--- config.mk ---
export PLATFORM = sky130hd
export DESIGN_NAME = fsmd_cpu_core
export DESIGN_NICKNAME = d
export VERILOG_FILES = /design/src/rtl/fsmd_cpu_pkg.sv /design/src/rtl/fsmd_cpu_regfile.sv /design/src/rtl/fsmd_cpu_alu.sv /design/src/rtl/fsmd_cpu_ctrl.sv /design/src/rtl/fsmd_cpu_core.sv
export SDC_FILE = /design/constraint.sdc
export NUM_CORES = 1
export LEC_CHECK = 0
export BUFFER_PORTS_ARGS = -buffer_cell sky130_fd_sc_hd__buf_4
export CORE_UTILIZATION = 63
export CTS_BUF_LIST = sky130_fd_sc_hd__clkbuf_16
export DETAILED_ROUTE_END_ITERATION = 8
export GPL_TIMING_DRIVEN = 0
export PLACE_DENSITY = 0.82
export RECOVER_POWER = 50
export SLEW_MARGIN = 20
export SYNTH_ARGS = -nofsm -noshare
export SYNTH_HDL_FRONTEND = slang
export SYNTH_SLANG_ARGS = --single-unit
--- constraint.sdc ---
create_clock -name clk -period 7.15 [get_ports clk]
set_clock_uncertainty 0.2 [all_clocks]
set_input_delay 0.3575 -clock clk [delete_from_list [all_inputs] [get_ports clk]]
set_output_delay 0.3575 -clock clk [all_outputs]
set_load 0.01 [all_outputs]
--- src/rtl/fsmd_cpu_pkg.sv ---
package fsmd_cpu_pkg;

  localparam int OP_W = 4;

  typedef enum logic [OP_W-1:0] {
    OP_LDD = 4'd0,
    OP_STD = 4'd1,
    OP_STI = 4'd2,
    OP_LDI = 4'd3,
    OP_ADD = 4'd4,
    OP_SUB = 4'd5,
    OP_JZ  = 4'd6
  } opcode_e;

  typedef enum logic [3:0] {
    S_FETCH,
    S_DECODE,
    S_LDD,
    S_STD,
    S_STI,
    S_LDI,
    S_ADD,
    S_SUB,
    S_JZ,
    S_HALT
  } state_e;

  // register-file write source
  typedef enum logic [1:0] {
    WSRC_ALU = 2'b00,
    WSRC_MEM = 2'b01,
    WSRC_IMM = 2'b10
  } wsrc_e;

  // memory address source
  typedef enum logic [1:0] {
    ASRC_PC  = 2'b00,
    ASRC_DIR = 2'b01,
    ASRC_REG = 2'b10
  } asrc_e;

  typedef enum logic [1:0] {
    ALU_ADD  = 2'b00,
    ALU_SUB  = 2'b01,
    ALU_PASS = 2'b10
  } alu_op_e;

  typedef struct packed {
    logic    ir_ld;
    logic    pc_inc;
    logic    pc_ld;
    logic    rf_we;
    wsrc_e   wsrc;
    asrc_e   asrc;
    alu_op_e alu_op;
    logic    wd_from_rm;
    logic    mem_rd;
    logic    mem_wr;
  } ctrl_t;

endpackage

--- src/rtl/fsmd_cpu_regfile.sv ---
module fsmd_cpu_regfile #(
  parameter int DATA_W = 16,
  parameter int SEL_W  = 4
) (
  input  logic              clk,
  input  logic              we,
  input  logic [SEL_W-1:0]  wsel,
  input  logic [DATA_W-1:0] wdata,
  input  logic [SEL_W-1:0]  rsel_a,
  input  logic [SEL_W-1:0]  rsel_b,
  output logic [DATA_W-1:0] rdata_a,
  output logic [DATA_W-1:0] rdata_b
);

  localparam int ENTRIES = 1 << SEL_W;

  logic [DATA_W-1:0] cells [ENTRIES];

  always_ff @(posedge clk) begin
    if (we) cells[wsel] <= wdata;
  end

  assign rdata_a = cells[rsel_a];
  assign rdata_b = cells[rsel_b];

endmodule

--- src/rtl/fsmd_cpu_alu.sv ---
module fsmd_cpu_alu
  import fsmd_cpu_pkg::*;
#(
  parameter int DATA_W = 16
) (
  input  logic [DATA_W-1:0] opa,
  input  logic [DATA_W-1:0] opb,
  input  alu_op_e           op,
  output logic [DATA_W-1:0] res,
  output logic              zero
);

  always_comb begin
    unique case (op)
      ALU_ADD:  res = opa + opb;
      ALU_SUB:  res = opa - opb;
      default:  res = opa;
    endcase
  end

  assign zero = (res == '0);

endmodule

--- src/rtl/fsmd_cpu_ctrl.sv ---
module fsmd_cpu_ctrl
  import fsmd_cpu_pkg::*;
(
  input  logic            clk,
  input  logic            rst,
  input  logic [OP_W-1:0] opcode,
  input  logic            alu_zero,
  output state_e          state,
  output ctrl_t           ctl
);

  state_e nxt;

  always_comb begin
    nxt = state;
    unique case (state)
      S_FETCH:  nxt = S_DECODE;
      S_DECODE: begin
        unique case (opcode)
          OP_LDD:  nxt = S_LDD;
          OP_STD:  nxt = S_STD;
          OP_STI:  nxt = S_STI;
          OP_LDI:  nxt = S_LDI;
          OP_ADD:  nxt = S_ADD;
          OP_SUB:  nxt = S_SUB;
          OP_JZ:   nxt = S_JZ;
          default: nxt = S_HALT;
        endcase
      end
      S_HALT:   nxt = S_HALT;
      default:  nxt = S_FETCH;
    endcase
  end

  always_ff @(posedge clk) begin
    if (rst) state <= S_FETCH;
    else     state <= nxt;
  end

  always_comb begin
    ctl            = '0;
    ctl.wsrc       = WSRC_ALU;
    ctl.asrc       = ASRC_PC;
    ctl.alu_op     = ALU_PASS;
    unique case (state)
      S_FETCH: begin
        ctl.ir_ld  = 1'b1;
        ctl.pc_inc = 1'b1;
        ctl.mem_rd = 1'b1;
      end
      S_LDD: begin
        ctl.asrc   = ASRC_DIR;
        ctl.mem_rd = 1'b1;
        ctl.rf_we  = 1'b1;
        ctl.wsrc   = WSRC_MEM;
      end
      S_STD: begin
        ctl.asrc   = ASRC_DIR;
        ctl.mem_wr = 1'b1;
      end
      S_STI: begin
        ctl.asrc       = ASRC_REG;
        ctl.mem_wr     = 1'b1;
        ctl.wd_from_rm = 1'b1;
      end
      S_LDI: begin
        ctl.rf_we = 1'b1;
        ctl.wsrc  = WSRC_IMM;
      end
      S_ADD: begin
        ctl.rf_we  = 1'b1;
        ctl.alu_op = ALU_ADD;
      end
      S_SUB: begin
        ctl.rf_we  = 1'b1;
        ctl.alu_op = ALU_SUB;
      end
      S_JZ: begin
        ctl.alu_op = ALU_PASS;
        ctl.pc_ld  = alu_zero;
      end
      default: ;
    endcase
  end

endmodule

--- src/rtl/fsmd_cpu_core.sv ---
module fsmd_cpu_core
  import fsmd_cpu_pkg::*;
#(
  parameter int DATA_W = 16,
  parameter int ADDR_W = 16,
  parameter int SEL_W  = 4
) (
  input  logic              clk,
  input  logic              rst,
  output logic [ADDR_W-1:0] mem_addr,
  input  logic [DATA_W-1:0] mem_rdata,
  output logic [DATA_W-1:0] mem_wdata,
  output logic              mem_rd,
  output logic              mem_wr,
  output logic              halted
);

  localparam int OP_LSB  = DATA_W - OP_W;
  localparam int RN_LSB  = OP_LSB - SEL_W;
  localparam int RM_LSB  = RN_LSB - SEL_W;
  localparam int FLD_W   = RN_LSB;

  logic [ADDR_W-1:0] pc;
  logic [DATA_W-1:0] ir;
  state_e            state;
  ctrl_t             ctl;

  logic [OP_W-1:0]   f_op;
  logic [SEL_W-1:0]  f_rn;
  logic [SEL_W-1:0]  f_rm;
  logic [FLD_W-1:0]  f_low;

  logic [DATA_W-1:0] rf_rd1;
  logic [DATA_W-1:0] rf_rd2;
  logic [DATA_W-1:0] rf_wd;
  logic [DATA_W-1:0] alu_y;
  logic              alu_z;

  assign f_op  = ir[DATA_W-1:OP_LSB];
  assign f_rn  = ir[OP_LSB-1:RN_LSB];
  assign f_rm  = ir[RN_LSB-1:RM_LSB];
  assign f_low = ir[FLD_W-1:0];

  fsmd_cpu_ctrl u_ctrl (
    .clk      (clk),
    .rst      (rst),
    .opcode   (f_op),
    .alu_zero (alu_z),
    .state    (state),
    .ctl      (ctl)
  );

  fsmd_cpu_regfile #(
    .DATA_W (DATA_W),
    .SEL_W  (SEL_W)
  ) u_rf (
    .clk     (clk),
    .we      (ctl.rf_we),
    .wsel    (f_rn),
    .wdata   (rf_wd),
    .rsel_a  (f_rn),
    .rsel_b  (f_rm),
    .rdata_a (rf_rd1),
    .rdata_b (rf_rd2)
  );

  fsmd_cpu_alu #(
    .DATA_W (DATA_W)
  ) u_alu (
    .opa  (rf_rd1),
    .opb  (rf_rd2),
    .op   (ctl.alu_op),
    .res  (alu_y),
    .zero (alu_z)
  );

  always_comb begin
    unique case (ctl.wsrc)
      WSRC_MEM: rf_wd = mem_rdata;
      WSRC_IMM: rf_wd = DATA_W'(f_low);
      default:  rf_wd = alu_y;
    endcase
  end

  always_comb begin
    unique case (ctl.asrc)
      ASRC_DIR: mem_addr = ADDR_W'(f_low);
      ASRC_REG: mem_addr = ADDR_W'(rf_rd1);
      default:  mem_addr = pc;
    endcase
  end

  assign mem_wdata = ctl.wd_from_rm ? rf_rd2 : rf_rd1;
  assign mem_rd    = ctl.mem_rd;
  assign mem_wr    = ctl.mem_wr;
  assign halted    = (state == S_HALT);

  always_ff @(posedge clk) begin
    if (rst) begin
      pc <= '0;
      ir <= '0;
    end else begin
      if (ctl.ir_ld)       ir <= mem_rdata;
      if (ctl.pc_ld)       pc <= ADDR_W'(f_low);
      else if (ctl.pc_inc) pc <= pc + 1'b1;
    end
  end

endmodule

# ---- After elaboration in Yosys (flattened, before gate mapping)
# Memory sizes are Yosys's and may differ from the RTL's. A register that Yosys moved wholly into a read port is not among the register bits.
# Cells that the tools add are included.
dict set report word_totals {
  ff_bits 36
  ram_bits 256
  inputBits 18
  out_inout_bits 35
  word_cells 61
  memories 1
}
# name words word_bits rd rd_clocked_by_memory_dff wr line
set memory_table {}
lappend memory_table {u_rf.cells 16 16 2 2 1 fsmd_cpu_regfile.sv:17} ;# logic [DATA_W-1:0] cells [ENTRIES];
dict set report classes {
  n_addsub 3
  n_eq_ne 20
  n_mux 23
  reduce_logical 10
}
# op n
set op_table {}
lappend op_table {{16-bit one-hot mux with 2 select lines} 3}
lappend op_table {{4-bit by 3-bit equality test with 1-bit output, second input constant} 7}
lappend op_table {{4-bit one-hot mux with 7 select lines} 1}
lappend op_table {{16-bit by 1-bit adder with 16-bit output, second input constant} 1}
lappend op_table {{16-bit adder} 1}
lappend op_table {{4-bit by 2-bit equality test with 1-bit output, second input constant} 4}
lappend op_table {{16-bit zero test} 1}
lappend op_table {{16-bit two-way mux} 1}
lappend op_table {{4-bit two-way mux} 4}
lappend op_table {{8-bit two-way mux} 2}
lappend op_table {{16-bit subtractor} 1}
lappend op_table {{2-bit one-hot mux with 2 select lines} 3}
lappend op_table {{4-bit one-hot mux with 3 select lines} 1}
lappend op_table {{4-bit by 1-bit equality test with 1-bit output, second input constant} 2}
lappend op_table {{4-bit equality test, second input constant} 2}
lappend op_table {{4-bit zero test} 2}
lappend op_table {{2-bit OR reduction} 4}
lappend op_table {{1-bit two-way mux} 7}
lappend op_table {{2-bit by 1-bit equality test with 1-bit output, second input constant} 3}
lappend op_table {{2-bit equality test, second input constant} 2}
lappend op_table {{4-bit OR reduction} 1}
lappend op_table {{2-bit zero test} 1}
lappend op_table {{2-bit two-way mux} 1}
lappend op_table {{2-bit nonzero test} 1}

# ---- Logic depth before layout (Yosys ltp)
dict set report depth {
  depth_word 7
  mapped_depth 25
  ltp_nobuf 20
}

# ---- Cells and area by module
# Synthesis repeated with hierarchy kept, for this count alone.
dict set report unflattened {
  hier_cells 1096
  hier_area_um2 15826.4
}
# module n_inst cells_per_inst area_each_um2 seq_area_each_um2
set modules_own_cells {}
lappend modules_own_cells {fsmd_cpu_regfile 1 553 11728.7 7687.4}
lappend modules_own_cells {fsmd_cpu_core 1 269 2130.8 640.6}
lappend modules_own_cells {fsmd_cpu_alu 1 236 1665.3 0.0}
lappend modules_own_cells {fsmd_cpu_ctrl 1 38 301.5 80.1}

# ---- Worst setup path before layout
# No wires, ideal clock.
dict set report synth_timing {
  path_kind {reg-to-reg}
  start {register with a tool-made name}
  end {register pc[5]}
  setup_time_ns 0.123
  t_arrival_ns 5.443
  required_ns 6.827
  path_slack_ns 1.383
  stages_incl_launch_ff 22
  n_path_buf 5
  period_less_slack_ns 5.767
  cell_sequence {dfxtp_1 -> buf_2 -> buf_4 -> clkbuf_1 -> buf_1 -> mux4_2 -> a221oi_1 -> nand2_1 -> o31ai_1 -> o21ai_0 -> xor2_1 -> ha_1 -> nand4_1 -> o21ai_0 -> a311o_1 -> o211ai_1 -> o41a_1 -> o21a_1 -> nand4_1 -> a2111oi_4 -> buf_6 -> mux2_1}
}
# element line
set synth_rtl {}
lappend synth_rtl {{to (signal assigned)} fsmd_cpu_core.sv:104} ;# if (ctl.pc_ld) pc <= ADDR_W'(f_low);
lappend synth_rtl {{to (signal assigned)} fsmd_cpu_core.sv:105} ;# else if (ctl.pc_inc) pc <= pc + 1'b1;
lappend synth_rtl {{to (decl)} fsmd_cpu_core.sv:23} ;# logic [ADDR_W-1:0] pc;

==> out/summary.md <==
- **highest clock frequency the design can meet** 146 MHz
- **worst reg-to-reg setup slack** 0.31 ns
- **violated checks** max-capacitance violations, max-slew violations
- **number of global-route vias before repair** 10900
- **DPL Wire Length** 31500 um
- **Die Y-Extent** 158 um
- **DRC Markers** 0
- **worst hold slack** 0.269 ns
- **number of nets in the layout** 1204
- **number of distinct library cell variants in the gate-level netlist after synthesis** 54
- **clock root buffer master** clkbuf_16
- **DIE AREA** 25100 sq um
- **peak supply drop** 0.207 mV
- **Final Instance Area** 17400 sq um
- **reg2reg path depth** 22
- **critical-path cell list** buf_4 -> buf_6 -> buf_4 -> buf_4 -> mux4_2 -> a221oi_2 -> nand2_1 -> o31ai_2 -> o21ai_0 -> xor2_1 -> ha_1 -> nand4_1 -> o21ai_0 -> a311o_1 -> o211ai_1 -> o41a_1 -> o21a_1 -> nand4_1 -> a2111oi_4 -> buf_4 -> buf_6 -> mux2_1
- **Sw Pwr** 2180 uW
- **combinational power share** 39.4%
- **global-route wire length before repair** 68600 um
- **clock buffer count from CTS** 30
- **Total Negative Setup Slacks** 0 ns
- **Power Dens Cells** 345 nW/um^2
- **count of cells along the worst hold path** 1
- **number of antenna cells inserted** 0
- **warning count from the yosys run** 0
- **FF+latch count, synth** 300
- **number of clock sinks** 300
- **DRC violation total after the first TritonRoute iteration** 1699
- **switching power share of the total** 36.4%
- **WHS Endpoint** u_ctrl.state[1]$_SDFF_PP0_
- **Post-synth EDFFs** 256
- **most common cell type on the critical path** buf_4
- **area of the core region** 23700 sq um
- **Max H-tree Level** 1
- **clock tree from TritonCTS** built
- **total routing usage reported by global routing** 39.3%
- **routed via count** 11100
- **Crit Reg-Reg Endpoint** pc[6]$_SDFFE_PP0P_
- **Critical Path AT** 7.09 ns
- **setup repair after global routing missed its margin** false
- **synthesized instance count** 1038
- **cell at the slowest stage of the critical path** a221oi_2
- **share of the cycle needed by the critical path after routing** 95.7%
- **Skew-Pair Late Insertion Delay** 0.57 ns
- **average wire per standard cell** 31.2 um
- **buffers and inverters on the worst path** 6
- **transition at the pin with the smallest max-transition slack** 2.35 ns
- **critical path fanouts, max** 10
- **worst min path class** reg -> reg
- **clock-pin slew on the worst setup and hold paths** 0.06 ns
- **time the worst path needs with I/O delays and setup** 6.84 ns
- **Worst slew margin** -57.0%
- **status** finished with violations
- **number of antenna violations at the first check in global routing** 2
- **post-route non-filler standard cell count** 1503
- **Slew Limit Fails** 204
- **Leak Pwr** 0.00577 uW
- **total count of hold-check failures in the final report** 0
- **Bufs on Longest Clock Path** 3
- **CP required** 7.40 ns
- **instance area at placement** 16500 sq um
- **CP Class** reg -> reg
- **synthesized cell area** 15400 sq um
- **source of the worst hold timing path** ir[13]$_SDFFE_PP0P_
- **Top Ports** 53
- **Avg Vias per Cell** 7.39
- **Async S/R FF share, synth** 0%
- **remaining number of nets flagged by the antenna check after routing** 0
- **number of iterations in the first detailed-routing pass** 6
- **Max stage delay on crit path** 0.65 ns
- **register share of total power** 37.0%
- **Top delay family on crit path** compound AO/OA/AOI/OAI gates
- **synthesis-to-finish area growth** 13.2%
- **gpl congestion** 1.04
- **fraction of layout instances using a drive strength above 1** 24.2%
- **Cell Int Power** 3820 uW
- **# Max-Cap Violations** 12
- **input/output buffers** 52
- **portion of the post-synthesis area used by sequential elements** 55.7%
- **fill cell total of the finished layout** 1479
- **post-detailed-routing wire length** 47000 um
- **element type at the critical path end** register
- **Synth Flop Type** edfxtp_1
- **synthesized net count** 1080
- **mean area per synthesized cell** 14.8 sq um
- **horizontal die dimension** 158 um
- **Clock power frac** 23.6%
- **number of placed instances, taps included** 1428
- **critical path launch point type** register
- **standard-cell rows** 56
- **Starting Density** 65.0%
- **Setup Viol. Count Final** 0
- **aggregate global routing overflow** 0
- **pin count of the biggest net entering global routing** 20
cells in the final DEF (no fill, tap or decap), drive strengths merged, types with 5 or more instances in the layout:
master       synthesis  routed
a21o                 5       5
ha                  23      23
and3                 7       7
a221oi              16      16
nor3                22      22
clkinv               2       8
a21oi               47      47
mux4               141     141
dlygate4sd3          0      17
mux2i               16      16
clkbuf              32      86
a31oi                5       5
a22o                14      14
nand3               21      21
a22oi               13      13
edfxtp             256     256
a211oi               8       8
and2                 7       7
xor2                17      17
nor2                46      46
xnor2               21      21
nand2               93      93
buf                 34      86
mux2                15      15
o21ai               48      48
nor2b               22      22
dfxtp               44      44
inv                 19      36
per-stage QoR:
stage          total power (uW)  setup slack (ns)  utilization (%)
3_3_place_gp               4390             -1.01             68.3
2_1_floorplan              3700              1.38                -
4_1_cts                    5900             0.176             74.1
6_report                   6000             0.309             73.6
5_1_grt                    6180            0.0266             73.6
3_5_place_dp               4480             -1.12             69.5
registers in the layout (all words and copies together), names as in the netlist, named ones only:
name	flops
u_ctrl.state	4
ir	16
u_rf.cells	256
pc	16
power groups by stage:
stage          logic [uW]  registers [uW]  clock network, uW
2_1_floorplan        1460            2240                  0
3_3_place_gp         2120            2260                  0
3_5_place_dp         2220            2260                  0
4_1_cts              2260            2220               1420
5_1_grt              2470            2230               1480
6_report             2360            2220               1420
metal layers:
layer  track usage, %  wire [um]  vias to the layer above  share of wire, %
met5                0          0                        -                 0
met4             22.3       2810                        0               6.0
met3             11.0       6450                      240                14
met2             62.2      21900                      994                47
met1             49.4      15800                     5449                34
li1                 -          -                     4418                 -
worst max path at each step:
| stage | slack [ns] | end | depth (start not counted) | start |
|---|---|---|---|---|
| 3_3_place_gp | -1.01 | u_rf.cells[13][11]$_DFFE_PP_ | 17 | register |
| 3_5_place_dp | -1.12 | u_rf.cells[13][15]$_DFFE_PP_ | 19 | register |
| 6_report | 0.31 | pc[6]$_SDFFE_PP0P_ | 22 | register |
| 5_1_grt | 0.03 | pc[5]$_SDFFE_PP0P_ | 24 | register |
| 4_1_cts | 0.18 | u_rf.cells[13][14]$_DFFE_PP_ | 22 | register |
| 2_1_floorplan | 1.38 | pc[5]$_SDFFE_PP0P_ | 21 | register |
logic make-up after synthesis:
kind of cell / share of synthesized area, %
and+or+nand+nor: 7.29
buffers and inverters: 2.55
AOI/OAI and AO/OA: 7.53
DFF: 55.7
muxes: 22.8
adders and majority gates: 2.00
xor gates and xnor gates: 2.16
layout make-up:
| type | count | area, sq um | area share [%] |
|---|---|---|---|
| tap | 319 | 399 | 2.29 |
| timing repair buffer | 94 | 688 | 3.95 |
| inverter | 21 | 78.8 | 0.452 |
| sequential | 300 | 8570 | 49.2 |
| buffer | 64 | 314 | 1.80 |
| clock buffer | 31 | 776 | 4.45 |
| multi-input combinational | 651 | 6500 | 37.3 |
| clock inverter | 23 | 97.6 | 0.560 |
Yosys cell counts (3+ instances only):
cell type	number	share of area, %
ha_1	23	1.9
o31ai_1	3	0.15
and2_1	5	0.20
nor2b_1	22	0.89
nand2_1	93	2.3
xnor2_1	21	1.2
mux4_2	141	21
a22o_1	14	0.80
nand2b_1	4	0.16
nor4_1	4	0.16
a21o_1	5	0.24
o21a_1	4	0.20
mux2i_1	16	1.0
dfxtp_1	44	5.7
nor2_1	46	1.1
nand3_1	21	0.68
nand4_1	3	0.12
nor3_1	22	0.72
xor2_1	17	0.97
mux2_2	13	0.95
o21ai_0	48	1.6
o211ai_1	3	0.15
edfxtp_1	256	50
a21oi_1	47	1.5
buf_1	12	0.29
a31oi_1	5	0.20
a221oi_1	16	0.91
clkbuf_1	32	0.78
a211oi_1	8	0.39
nand3b_1	4	0.20
and3_1	7	0.28
a22oi_1	13	0.63
buf_2	10	0.33
buf_4	10	0.49
inv_1	19	0.46
timing repair:
item                                    CTS  global route
gates resized for setup                   5            10
endpoints found under the setup margin   80            40
hold buffers                             17             0
pin swaps                                 1             0
setup buffers                             3             0
endpoints found under the hold margin    25             0
Power figures use the tool's default switching activity.
